<file path="src/rtl/evc_pkg.sv">
`timescale 1ns/1ps
package evc_pkg;
    typedef enum logic [2:0] {
        OP_NONE,
        OP_TRIG,
        OP_EOI,
        OP_GET,
        OP_SET
    } evc_op_e;

    typedef enum logic {
        ST_IDLE,
        ST_NOTIFY
    } evc_state_e;

    localparam logic [1:0] PQ_IDLE = 2'b00;
    localparam logic [1:0] PQ_OFF  = 2'b01;
    localparam logic [1:0] PQ_PEND = 2'b10;
    localparam logic [1:0] PQ_REQD = 2'b11;
endpackage

</file>
<file path="src/rtl/evc_decode.sv">
`timescale 1ns/1ps
module evc_decode
    import evc_pkg::*;
#(
    parameter int NUM_SRC    = 8,
    parameter int PAGE_SHIFT = 17,
    parameter int SRC_W      = 3,
    parameter int ADDR_W     = PAGE_SHIFT + SRC_W
) (
    input  logic              is_write,
    input  logic [ADDR_W-1:0] addr,
    input  logic [3:0]        nbytes,
    input  logic              eoi_store_en,
    output evc_op_e           op,
    output logic [1:0]        set_pq,
    output logic [SRC_W-1:0]  src,
    output logic              bad,
    output logic              ones
);
    localparam bit SPLIT = (PAGE_SHIFT == 13) || (PAGE_SHIFT == 17);

    logic [11:0] off;
    logic        on_trig;
    logic        unused_addr;

    assign off         = addr[11:0];
    assign src         = addr[ADDR_W-1:PAGE_SHIFT];
    assign on_trig     = SPLIT ? !addr[PAGE_SHIFT-1] : 1'b0;
    assign unused_addr = ^addr;
    assign set_pq      = off[9:8];

    always_comb begin
        op   = OP_NONE;
        bad  = 1'b0;
        ones = 1'b0;
        if (nbytes != 4'd8 || int'(src) >= NUM_SRC) begin
            bad  = 1'b1;
            ones = !is_write;
        end else if (!is_write) begin
            if (on_trig) begin
                bad  = 1'b1;
                ones = 1'b1;
            end else begin
                unique case (off[11:10])
                    2'b00, 2'b01: op = OP_EOI;
                    2'b10:        op = OP_GET;
                    default:      op = OP_SET;
                endcase
            end
        end else if (on_trig) begin
            op = OP_TRIG;
        end else begin
            unique case (off[11:10])
                2'b00:   op = OP_TRIG;
                2'b01: begin
                    if (eoi_store_en) op = OP_EOI;
                    else              bad = 1'b1;
                end
                2'b10:   bad = 1'b1;
                default: op = OP_SET;
            endcase
        end
    end
endmodule

</file>
<file path="src/rtl/evc_pq_step.sv">
`timescale 1ns/1ps
module evc_pq_step
    import evc_pkg::*;
(
    input  evc_op_e    op,
    input  logic [1:0] cur,
    input  logic [1:0] set_pq,
    output logic [1:0] nxt,
    output logic       fwd
);
    always_comb begin
        nxt = cur;
        fwd = 1'b0;
        unique case (op)
            OP_TRIG: begin
                unique case (cur)
                    PQ_IDLE: begin nxt = PQ_PEND; fwd = 1'b1; end
                    PQ_OFF:  nxt = PQ_OFF;
                    default: nxt = PQ_REQD;
                endcase
            end
            OP_EOI: begin
                unique case (cur)
                    PQ_REQD: begin nxt = PQ_PEND; fwd = 1'b1; end
                    PQ_OFF:  nxt = PQ_OFF;
                    default: nxt = PQ_IDLE;
                endcase
            end
            OP_SET:  nxt = set_pq;
            default: nxt = cur;
        endcase
    end
endmodule

</file>
<file path="src/rtl/evc_line_arb.sv">
`timescale 1ns/1ps
module evc_line_arb #(
    parameter int NUM_SRC = 8,
    parameter int SRC_W   = 3
) (
    input  logic               clk,
    input  logic               rst_n,
    input  logic [NUM_SRC-1:0] line_in,
    input  logic               take,
    output logic               has_req,
    output logic [SRC_W-1:0]   pick
);
    logic [NUM_SRC-1:0] line_d;
    logic [NUM_SRC-1:0] pend_q;
    logic [NUM_SRC-1:0] clr;

    always_comb begin
        pick = '0;
        for (int i = NUM_SRC - 1; i >= 0; i--) begin
            if (pend_q[i]) pick = SRC_W'(i);
        end
        clr = '0;
        if (take) clr[pick] = 1'b1;
    end

    assign has_req = |pend_q;

    always_ff @(posedge clk or negedge rst_n) begin
        if (!rst_n) begin
            line_d <= '0;
            pend_q <= '0;
        end else begin
            line_d <= line_in;
            pend_q <= (pend_q & ~clr) | (line_in & ~line_d);
        end
    end
endmodule

</file>
<file path="src/rtl/evc_coalesce_src.sv">
`timescale 1ns/1ps
module evc_coalesce_src
    import evc_pkg::*;
#(
    parameter int NUM_SRC    = 8,
    parameter int PAGE_SHIFT = 17,
    localparam int SRC_W     = (NUM_SRC > 1) ? $clog2(NUM_SRC) : 1,
    localparam int ADDR_W    = PAGE_SHIFT + SRC_W
) (
    input  logic               clk,
    input  logic               rst_n,
    input  logic               store_eoi_en,
    input  logic [NUM_SRC-1:0] line_in,
    input  logic               req_valid,
    output logic               req_ready,
    input  logic               req_write,
    input  logic [ADDR_W-1:0]  req_addr,
    input  logic [3:0]         req_bytes,
    output logic               rsp_valid,
    output logic [63:0]        rsp_data,
    output logic               ntf_valid,
    input  logic               ntf_ready,
    output logic [SRC_W-1:0]   ntf_src,
    output logic               err_pulse
);
    evc_state_e         state_q, state_nx;
    logic [1:0]         pq_q [NUM_SRC];
    logic [2*NUM_SRC-1:0] pq_flat;

    evc_op_e            dec_op, cur_op;
    logic [1:0]         dec_set;
    logic [SRC_W-1:0]   dec_src, cur_src, line_pick;
    logic               dec_bad, dec_ones;
    logic               line_has, mmio_go, line_go;
    logic [1:0]         cur_pq, nxt_pq;
    logic               fwd;

    evc_decode #(
        .NUM_SRC(NUM_SRC), .PAGE_SHIFT(PAGE_SHIFT), .SRC_W(SRC_W), .ADDR_W(ADDR_W)
    ) u_dec (
        .is_write(req_write), .addr(req_addr), .nbytes(req_bytes),
        .eoi_store_en(store_eoi_en), .op(dec_op), .set_pq(dec_set),
        .src(dec_src), .bad(dec_bad), .ones(dec_ones)
    );

    evc_line_arb #(.NUM_SRC(NUM_SRC), .SRC_W(SRC_W)) u_arb (
        .clk(clk), .rst_n(rst_n), .line_in(line_in), .take(line_go),
        .has_req(line_has), .pick(line_pick)
    );

    evc_pq_step u_step (
        .op(cur_op), .cur(cur_pq), .set_pq(dec_set), .nxt(nxt_pq), .fwd(fwd)
    );

    // Command selection: a bus command wins over a queued line trigger.
    always_comb begin
        req_ready = (state_q == ST_IDLE);
        mmio_go   = req_valid && req_ready;
        line_go   = (state_q == ST_IDLE) && !req_valid && line_has;
        cur_src   = mmio_go ? dec_src : line_pick;
        cur_op    = mmio_go ? dec_op : (line_go ? OP_TRIG : OP_NONE);
        cur_pq    = pq_q[cur_src];
        ntf_valid = (state_q == ST_NOTIFY);
    end

    always_comb begin
        state_nx = state_q;
        unique case (state_q)
            ST_IDLE:   if (fwd)       state_nx = ST_NOTIFY;
            ST_NOTIFY: if (ntf_ready) state_nx = ST_IDLE;
            default:                  state_nx = ST_IDLE;
        endcase
    end

    // State register
    always_ff @(posedge clk or negedge rst_n) begin
        if (!rst_n) state_q <= ST_IDLE;
        else        state_q <= state_nx;
    end

    // Registered outputs
    always_ff @(posedge clk or negedge rst_n) begin
        if (!rst_n) begin
            rsp_valid <= 1'b0;
            rsp_data  <= '0;
            err_pulse <= 1'b0;
            ntf_src   <= '0;
        end else begin
            rsp_valid <= mmio_go && !req_write;
            err_pulse <= mmio_go && dec_bad;
            if (mmio_go && !req_write) begin
                if (dec_ones)              rsp_data <= '1;
                else if (dec_op == OP_EOI) rsp_data <= {63'd0, fwd};
                else                       rsp_data <= {62'd0, cur_pq};
            end
            if (fwd) ntf_src <= cur_src;
        end
    end

    // Event state array
    always_ff @(posedge clk or negedge rst_n) begin
        if (!rst_n) begin
            for (int i = 0; i < NUM_SRC; i++) pq_q[i] <= PQ_OFF;
        end else if (cur_op != OP_NONE) begin
            pq_q[cur_src] <= nxt_pq;
        end
    end

    always_comb begin
        for (int i = 0; i < NUM_SRC; i++) pq_flat[2*i +: 2] = pq_q[i];
    end
endmodule

</file>
<file path="config.mk">
export PLATFORM = sky130hd
export DESIGN_NAME = evc_coalesce_src
export DESIGN_NICKNAME = d
export VERILOG_FILES = /design/src/rtl/evc_pkg.sv /design/src/rtl/evc_decode.sv /design/src/rtl/evc_pq_step.sv /design/src/rtl/evc_line_arb.sv /design/src/rtl/evc_coalesce_src.sv
export SDC_FILE = /design/constraint.sdc
export NUM_CORES = 1
export LEC_CHECK = 0
export ABC_AREA = 1
export BUFFER_PORTS_ARGS = -buffer_cell sky130_fd_sc_hd__buf_2
export CORE_MARGIN = 4
export CORE_UTILIZATION = 30
export CTS_BUF_LIST = sky130_fd_sc_hd__clkbuf_8
export CTS_CLUSTER_SIZE = 8
export DETAILED_ROUTE_END_ITERATION = 10
export PLACE_DENSITY = 0.59
export SLEW_MARGIN = 40
export SYNTH_ARGS = -nofsm -noshare
export SYNTH_HDL_FRONTEND = slang
export SYNTH_SLANG_ARGS = --single-unit
</file>
<file path="constraint.sdc">
create_clock -name clk -period 2.2 [get_ports clk]
set_clock_uncertainty 0.2 [all_clocks]
set_input_delay 0.11 -clock clk [delete_from_list [all_inputs] [get_ports clk]]
set_output_delay 0.11 -clock clk [all_outputs]
set_load 0.02 [all_outputs]
</file>
# Word level (Yosys, flattened, before mapping)
# Index checks and enable logic that the tools add are counted.
dict set report totals {
  register_bits 102
  output_inout_bits 71
  wordCells 95
}
dict set report op_classes {
  order_cmp 4
  n_eq_ne 9
  muxes 46
  bitwise 7
  n_reduce_logical 14
}
# op n
set op_table {}
lappend op_table {{2-to-1 mux 64 bit} 1}
lappend op_table {{2-to-1 mux 3 bit} 14}
lappend op_table {{AND 8 bit} 2}
lappend op_table {{bitwise mux 16 bit} 1}
lappend op_table {{NOT 8 bit} 2}
lappend op_table {{2-to-1 mux 1 bit} 13}
lappend op_table {{2-to-1 mux 2 bit} 5}
lappend op_table {{case mux 3 bit (3 select lines)} 1}
lappend op_table {{2-to-1 mux 8 bit} 1}
lappend op_table {{OR 8 bit} 1}
lappend op_table {{case mux 2 bit (2 select lines)} 2}
lappend op_table {{OR reduction 8 bit} 1}
lappend op_table {{logical AND 1 bit} 7}
lappend op_table {{binary-select mux 2 bit (select 3 bit)} 1}
lappend op_table {{demux 2 bit (select 3 bit)} 1}
lappend op_table {{equality test 3 x 2 -> 1 bit, second input constant} 2}
lappend op_table {{case mux 1 bit (2 select lines)} 3}
lappend op_table {{case mux 2 bit (3 select lines)} 1}
lappend op_table {{case mux 3 bit (2 select lines)} 1}
lappend op_table {{equality test 2 x 1 -> 1 bit, second input constant} 2}
lappend op_table {{equality test 2 bit, second input constant} 2}
lappend op_table {{greater-or-equal comparator 4 bit, second input constant} 1}
lappend op_table {{zero test 2 bit} 2}
lappend op_table {{< comparator 3 x 4 -> 1 bit, second input constant} 1}
lappend op_table {{11 further kinds} 12}

# Logic depth before layout (Yosys ltp)
dict set report depth {
  ltp_word 18
  mapped_depth 21
  depth_no_buf 20
}

# Modules after synthesis
# From an unflattened synthesis, not the netlist that was laid out.
dict set report hier_totals {
  cells_unflattened 401
  hier_area_um2 3133.0
}
# module instances cells_each area_per_inst_um2
set by_module_without_submodules {}
lappend by_module_without_submodules {evc_coalesce_src 1 247 2042.0}
lappend by_module_without_submodules {evc_line_arb 1 86 724.4}
lappend by_module_without_submodules {evc_decode 1 39 225.2}
lappend by_module_without_submodules {evc_pq_step 1 29 141.4}

# Worst setup path after synthesis
# OpenSTA, ideal clock, no wires.
dict set report synth_path {
  kind {register to register}
  from {reg state_q (netlist: ntf_valid)}
  to {reg pq_q, in the netlist pq_flat[11]}
  setup_ns 0.117
  arrival_ns 1.879
  setup_slack_ns 0.005
  stages_incl_launch_ff 14
  period_less_slack_ns 2.195
  path_cell_list {dfrtp_1 -> inv_2 -> nand2_4 -> or2_1 -> o21ai_2 -> inv_1 -> nor2_2 -> nand3_1 -> nand2_2 -> nor2_2 -> a22oi_1 -> nand2_2 -> nand2_1 -> nand2_1}
}
dict set report synth_between {
  elab_chain_cells 11
  word_cells_on_any_way 27
  cone_classes {2 x order compare; 5 x eq/ne; 12 x mux; 2 x bitwise; 6 x reduce/logical}
}
# element line
set synth_rtl {}
lappend synth_rtl {{start, declared} evc_coalesce_src.sv:26} ;# evc_state_e state_q, state_nx;
lappend synth_rtl {{start signal, assigned} evc_coalesce_src.sv:78} ;# else state_q <= state_nx;
lappend synth_rtl {{NOT 1 bit *} -}
lappend synth_rtl {{net req_ready} evc_coalesce_src.sv:15} ;# output logic req_ready,
lappend synth_rtl {{logical AND 1 bit} evc_coalesce_src.sv:58} ;# mmio_go = req_valid && req_ready;
lappend synth_rtl {{2-to-1 mux 3 bit} evc_coalesce_src.sv:60} ;# cur_src = mmio_go ? dec_src : line_pick;
lappend synth_rtl {{NOT 3 -> 4 bit (implied by the code)} {evc_coalesce_src.sv:62, evc_coalesce_src.sv:105}}
lappend synth_rtl {{binary-select mux 2 bit (select 3 bit)} evc_coalesce_src.sv:62} ;# cur_pq = pq_q[cur_src];
lappend synth_rtl {{2-to-1 mux 2 bit (implied by the code) (2 in series)} evc_coalesce_src.sv:62}
lappend synth_rtl {{equality test 2 x 1 -> 1 bit (tied with other cells)} {evc_pq_step.sv:16, evc_pq_step.sv:23}}
lappend synth_rtl {{case mux 2 bit (2 select lines) (on tied branches)} {evc_pq_step.sv:23, evc_pq_step.sv:16}}
lappend synth_rtl {{case mux 2 bit (3 select lines)} evc_pq_step.sv:14} ;# unique case (op)
lappend synth_rtl {{bitwise mux 16 bit} evc_coalesce_src.sv:105} ;# pq_q[cur_src] <= nxt_pq;
lappend synth_rtl {{end signal, assigned by index} evc_coalesce_src.sv:105}
lappend synth_rtl {{end, declared} evc_coalesce_src.sv:27} ;# logic [1:0] pq_q [NUM_SRC];
# The timed path passes the listed nets; every way through them passes the cells marked *. The select of a mux whose other input is x is not followed.
# A chain may end at the register's enable or synchronous reset.

# Final worst setup path
dict set report layout_path {
  from {reg u_arb.pend_q[3]}
  to {reg pq_q, in the netlist pq_flat[1]}
}
dict set report layout_between {
  elab_chain_cells 13
  word_cells_on_any_way 29
  cone_classes {2 x order compare; 5 x eq/ne; 16 x mux; 1 x bitwise; 5 x reduce/logical}
}
# element line
set layout_rtl {}
lappend layout_rtl {{start, declared} evc_line_arb.sv:14} ;# logic [NUM_SRC-1:0] pend_q;
lappend layout_rtl {{start signal, assigned} evc_line_arb.sv:34} ;# pend_q <= (pend_q & ~clr) | (line_in & ~line_d);
lappend layout_rtl {{2-to-1 mux 3 bit (4 in series)} evc_line_arb.sv:20} ;# if (pend_q[i]) pick = SRC_W'(i);
lappend layout_rtl {{2-to-1 mux 3 bit} evc_coalesce_src.sv:60}
lappend layout_rtl {{NOT 3 -> 4 bit (implied by the code)} {evc_coalesce_src.sv:62, evc_coalesce_src.sv:105}}
lappend layout_rtl {{binary-select mux 2 bit (select 3 bit)} evc_coalesce_src.sv:62}
lappend layout_rtl {{2-to-1 mux 2 bit (implied by the code) (2 in series)} evc_coalesce_src.sv:62}
lappend layout_rtl {{equality test 2 x 1 -> 1 bit (tied with other cells)} {evc_pq_step.sv:16, evc_pq_step.sv:23}}
lappend layout_rtl {{case mux 2 bit (2 select lines) (on tied branches)} {evc_pq_step.sv:23, evc_pq_step.sv:16}}
lappend layout_rtl {{case mux 2 bit (3 select lines)} evc_pq_step.sv:14}
lappend layout_rtl {{bitwise mux 16 bit} evc_coalesce_src.sv:105}
# Parallel ways exist; a longest one is shown, timed or not. The select of a mux whose other input is x is not followed.

==> flow_metrics.py <==
metrics = {
    "status": {
        "status": "finished with violations",
        "violations": "negative setup slack",
    },
    "placement": {
        "port_buffers": 96,
        "place_inst": 547,
        "hpwl_um": 4660,
        "place_area_um2": 3150,
        "pre_cts_ws_ps": -168,
        "gp_congestion": 0.862,
    },
    "floorplan": {
        "die_y_um": 105,
        "die_w_um": 105,
        "start_util_pct": 30.6,
        "fp-row-count": 35,
        "ioPinCount": 109,
        "dieArea_um2": 11000,
        "core_um2": 9200,
    },
    "synthesis": {
        "postSynthAreaPerCell_um2": 7.46,
        "yosys_warnings": 0,
        "ys_seq_area_share_pct": 36.8,
        "netlist_instances": 377,
        "yosysUniqueCellTypes": 30,
        "synth_nets": 419,
        "ys_ff_latch": 41,
        "synthFlopType": "dfrtp_1",
        "synthArstFlopShare_pct": 100,
        "synth_edf_count": 0,
        "synth_area_um2": 2810,
    },
    "setup_path": {
        "start_kind": "register",
        "cp_max_fo": 8,
        "cp.required_ps": 2240,
        "worstPathArrival_ps": 2310,
        "cp-end-kind": "register",
        "critical_path_class": "reg -> reg",
    },
    "flow_run": {
        "drv_cap": 0,
    },
    "sta": {
        "hold_viol": 0,
        "rsz0062_at_grt": "yes",
        "setup_viol_count_final": 15,
        "finalCriticalPeriod_ps": 2280,
        "period_share_pct": 103,
        "drv_slew": 0,
        "worstMarginPinSlew_ps": 384,
        "setup_ws_ps": -77.0,
        "maxSlewHeadroom_pct": 74.4,
        "max_freq_mhz": 439,
    },
    "detailed_routing": {
        "routed_wl_um": 6220,
        "drt-initial-drc-count": 81,
        "postRouteAntennaNets": 0,
        "dr.pass1.iters": 4,
        "route.vias.total": 2530,
        "via_per_inst": 4.38,
        "drcViolationCount": 0,
        "wl_per_cell_um": 10.8,
    },
    "global_route": {
        "grt_max_degree": 63,
        "gr-total-overflow": 0,
        "first_global_vias": 2389,
        "antenna_found_initial": 0,
        "grt_pass1_wl_um": 10200,
        "grtUsageTotal_pct": 11.0,
    },
    "finish": {
        "multi_input_area_um2": 1280,
        "num_antenna_cells": 0,
        "drive_gt1_share_pct": 46.1,
        "syn_to_final_growth_pct": 31.3,
        "final_nets": 507,
        "ff_latch_area_um2": 1040,
        "fin_util_pct": 40.1,
        "postLayoutCellArea_um2": 3690,
        "fin_cells": 577,
        "n_fill_cell": 928,
    },
    "power": {
        "pwr-share-comb_pct": 66.4,
        "cellPowerDensity_nw_per_um2": 1420,
        "seqPwrFrac_pct": 22.0,
        "power_frac_clock_pct": 11.6,
        "p_sw_mw": 2.68,
        "power_mw": 5.24,
        "leakagePower_nw": 1.92,
        "internal_power_mw": 2.56,
        "ir_worst_vdd_uv": 562,
        "switching_share_pct": 51.2,
    },
    "cts": {
        "clk_path_buf_depth": 2,
        "clk_pin_slew_ps": 80,
        "cts_tree": "done",
        "clock_sinks": 41,
        "cts-root-buf": "clkbuf_8",
        "cts_max_level": 2,
        "clk-insertion-delay-late_ps": 290,
        "numCtsBuffers": 5,
    },
    "worst_hold_path": {
        "worstHoldPathType": "in -> reg",
    },
}
sequential cells by signal, summed over array words and instances (netlist names):
register and flops:
rsp_valid 1, pq_flat 16, rsp_data 3, ntf_valid 1, u_arb.line_d 8, err_pulse 1
ntf_src 3, u_arb.pend_q 8
power groups by stage:
stage | Clock, mW | Sequential [mW] | Combinational, mW
3_3_place_gp | 0 | 1.15 | 3.05
5_1_grt | 0.661 | 1.18 | 3.77
2_1_floorplan | 0 | 1.33 | 2.61
6_report | 0.610 | 1.15 | 3.48
4_1_cts | 0.630 | 1.14 | 3.28
3_5_place_dp | 0 | 1.15 | 3.08
through the flow:
step	setup TNS, ps	hold slack, ps
after floorplan	0	-386
after global placement	-1090	-146
after detailed placement	-2570	-138
after CTS	-439	67.9
after global routing	-4610	94.6
final	-686	54.8
layout make-up:
type | count | share of cell area [%]
Timing Repair Buffer | 143 | 23.7
Clock inverter | 3 | 1.25
Clock buffer | 5 | 1.86
Multi-Input combinational cell | 210 | 34.8
Tap cell | 111 | 3.76
Inverter | 64 | 6.51
Sequential cell | 41 | 28.1
metal layers:
layer,wire (um),GRT usage [%]
met5,0,0
met2,3020,19.2
met4,99,4.12
met1,2620,13.0
met3,488,2.72
synth_stat cells (2+ instances only):
cell	number	area (um2)
dfrtp_1	33	826
nand3_2	2	20.0
nor2_2	6	37.5
ha_1	4	50.1
nand2_4	4	45.0
o21ai_2	2	17.5
nand2_1	86	323
nand2_2	9	56.3
nor3_1	3	15.0
o21ai_1	2	10.0
inv_2	5	18.8
o21ai_0	17	85.1
dfstp_2	8	210
a21oi_1	5	25.0
nand3_1	26	130
nor2_1	26	97.6
nand4_1	2	12.5
nand3b_1	6	45.0
inv_1	59	221
buf_4	61	458
a21oi_2	2	17.5
timing repair:
action,in CTS,in global routing
hold buffers,14,0
cloned,0,0
hold endpoints to repair,53,0
resized for setup,25,35
pin swaps,9,8
buffers inserted,3,5
setup endpoints to repair,21,22
critical path: stages (launching register included):
cell and delay, ps:
dfrtp_1 440, nor3_4 250, nand2_2 110, o21ai_4 190, inv_2 100, nor2_4 160
nand3_2 100, nand2_2 110, inv_2 50, nand2_4 80, nand2_2 60, nand2_2 60
nand2_2 60, nand2_4 120, nand2_1 70, nand2_1 60
worst paths after layout:
| kind | start | endpoint | slack [ps] | depth (start not counted) |
|---|---|---|---|---|
| worst max-delay path | u_arb.pend_q[3] | pq_flat[1] | -80 | 15 |
| worst min-delay path | req_addr[9] | pq_flat[15] | 50 | 5 |
| worst max register to register | u_arb.pend_q[3] | pq_flat[1] | -80 | 15 |
| worst min register to register | u_arb.line_d[2] | u_arb.pend_q[2] | 220 | 1 |
| max in group asynchronous | rst_n | pq_flat[8] | 1030 | 3 |
| min in group asynchronous | rst_n | u_arb.pend_q[1] | 60 | 2 |
placed cells by master (no fill, tap or decap), types with 2 or more instances in the layout:
cell type	n
inv_2	8
buf_2	96
nand3_1	16
o21ai_2	2
nand4_1	2
nor2_1	18
a21oi_2	5
inv_1	56
nand2_1	77
nor3_1	2
clkbuf_8	5
nand3b_1	6
ha_1	4
nand3_2	11
buf_6	2
dfrtp_1	33
o21ai_1	4
nand2_4	9
buf_4	31
dlygate4sd3_1	14
nor3_2	2
dfstp_2	8
nor2_2	6
a21oi_1	2
nand3_4	2
nor2_4	8
o21ai_0	14
nand2_2	12
cell families (layout without fill, tap and decap cells):
logic type | Yosys count | after routing | share of synthesized area [%]
buffers and inverters | 126 | 215 | 25.2
AOI/OAI and AO/OA | 32 | 32 | 6.54
and+or+nand+nor | 174 | 174 | 29.6
DFF | 41 | 41 | 36.8
adders and majority gates | 4 | 4 | 1.78
No activity file was read; power rests on OpenSTA's default activity.
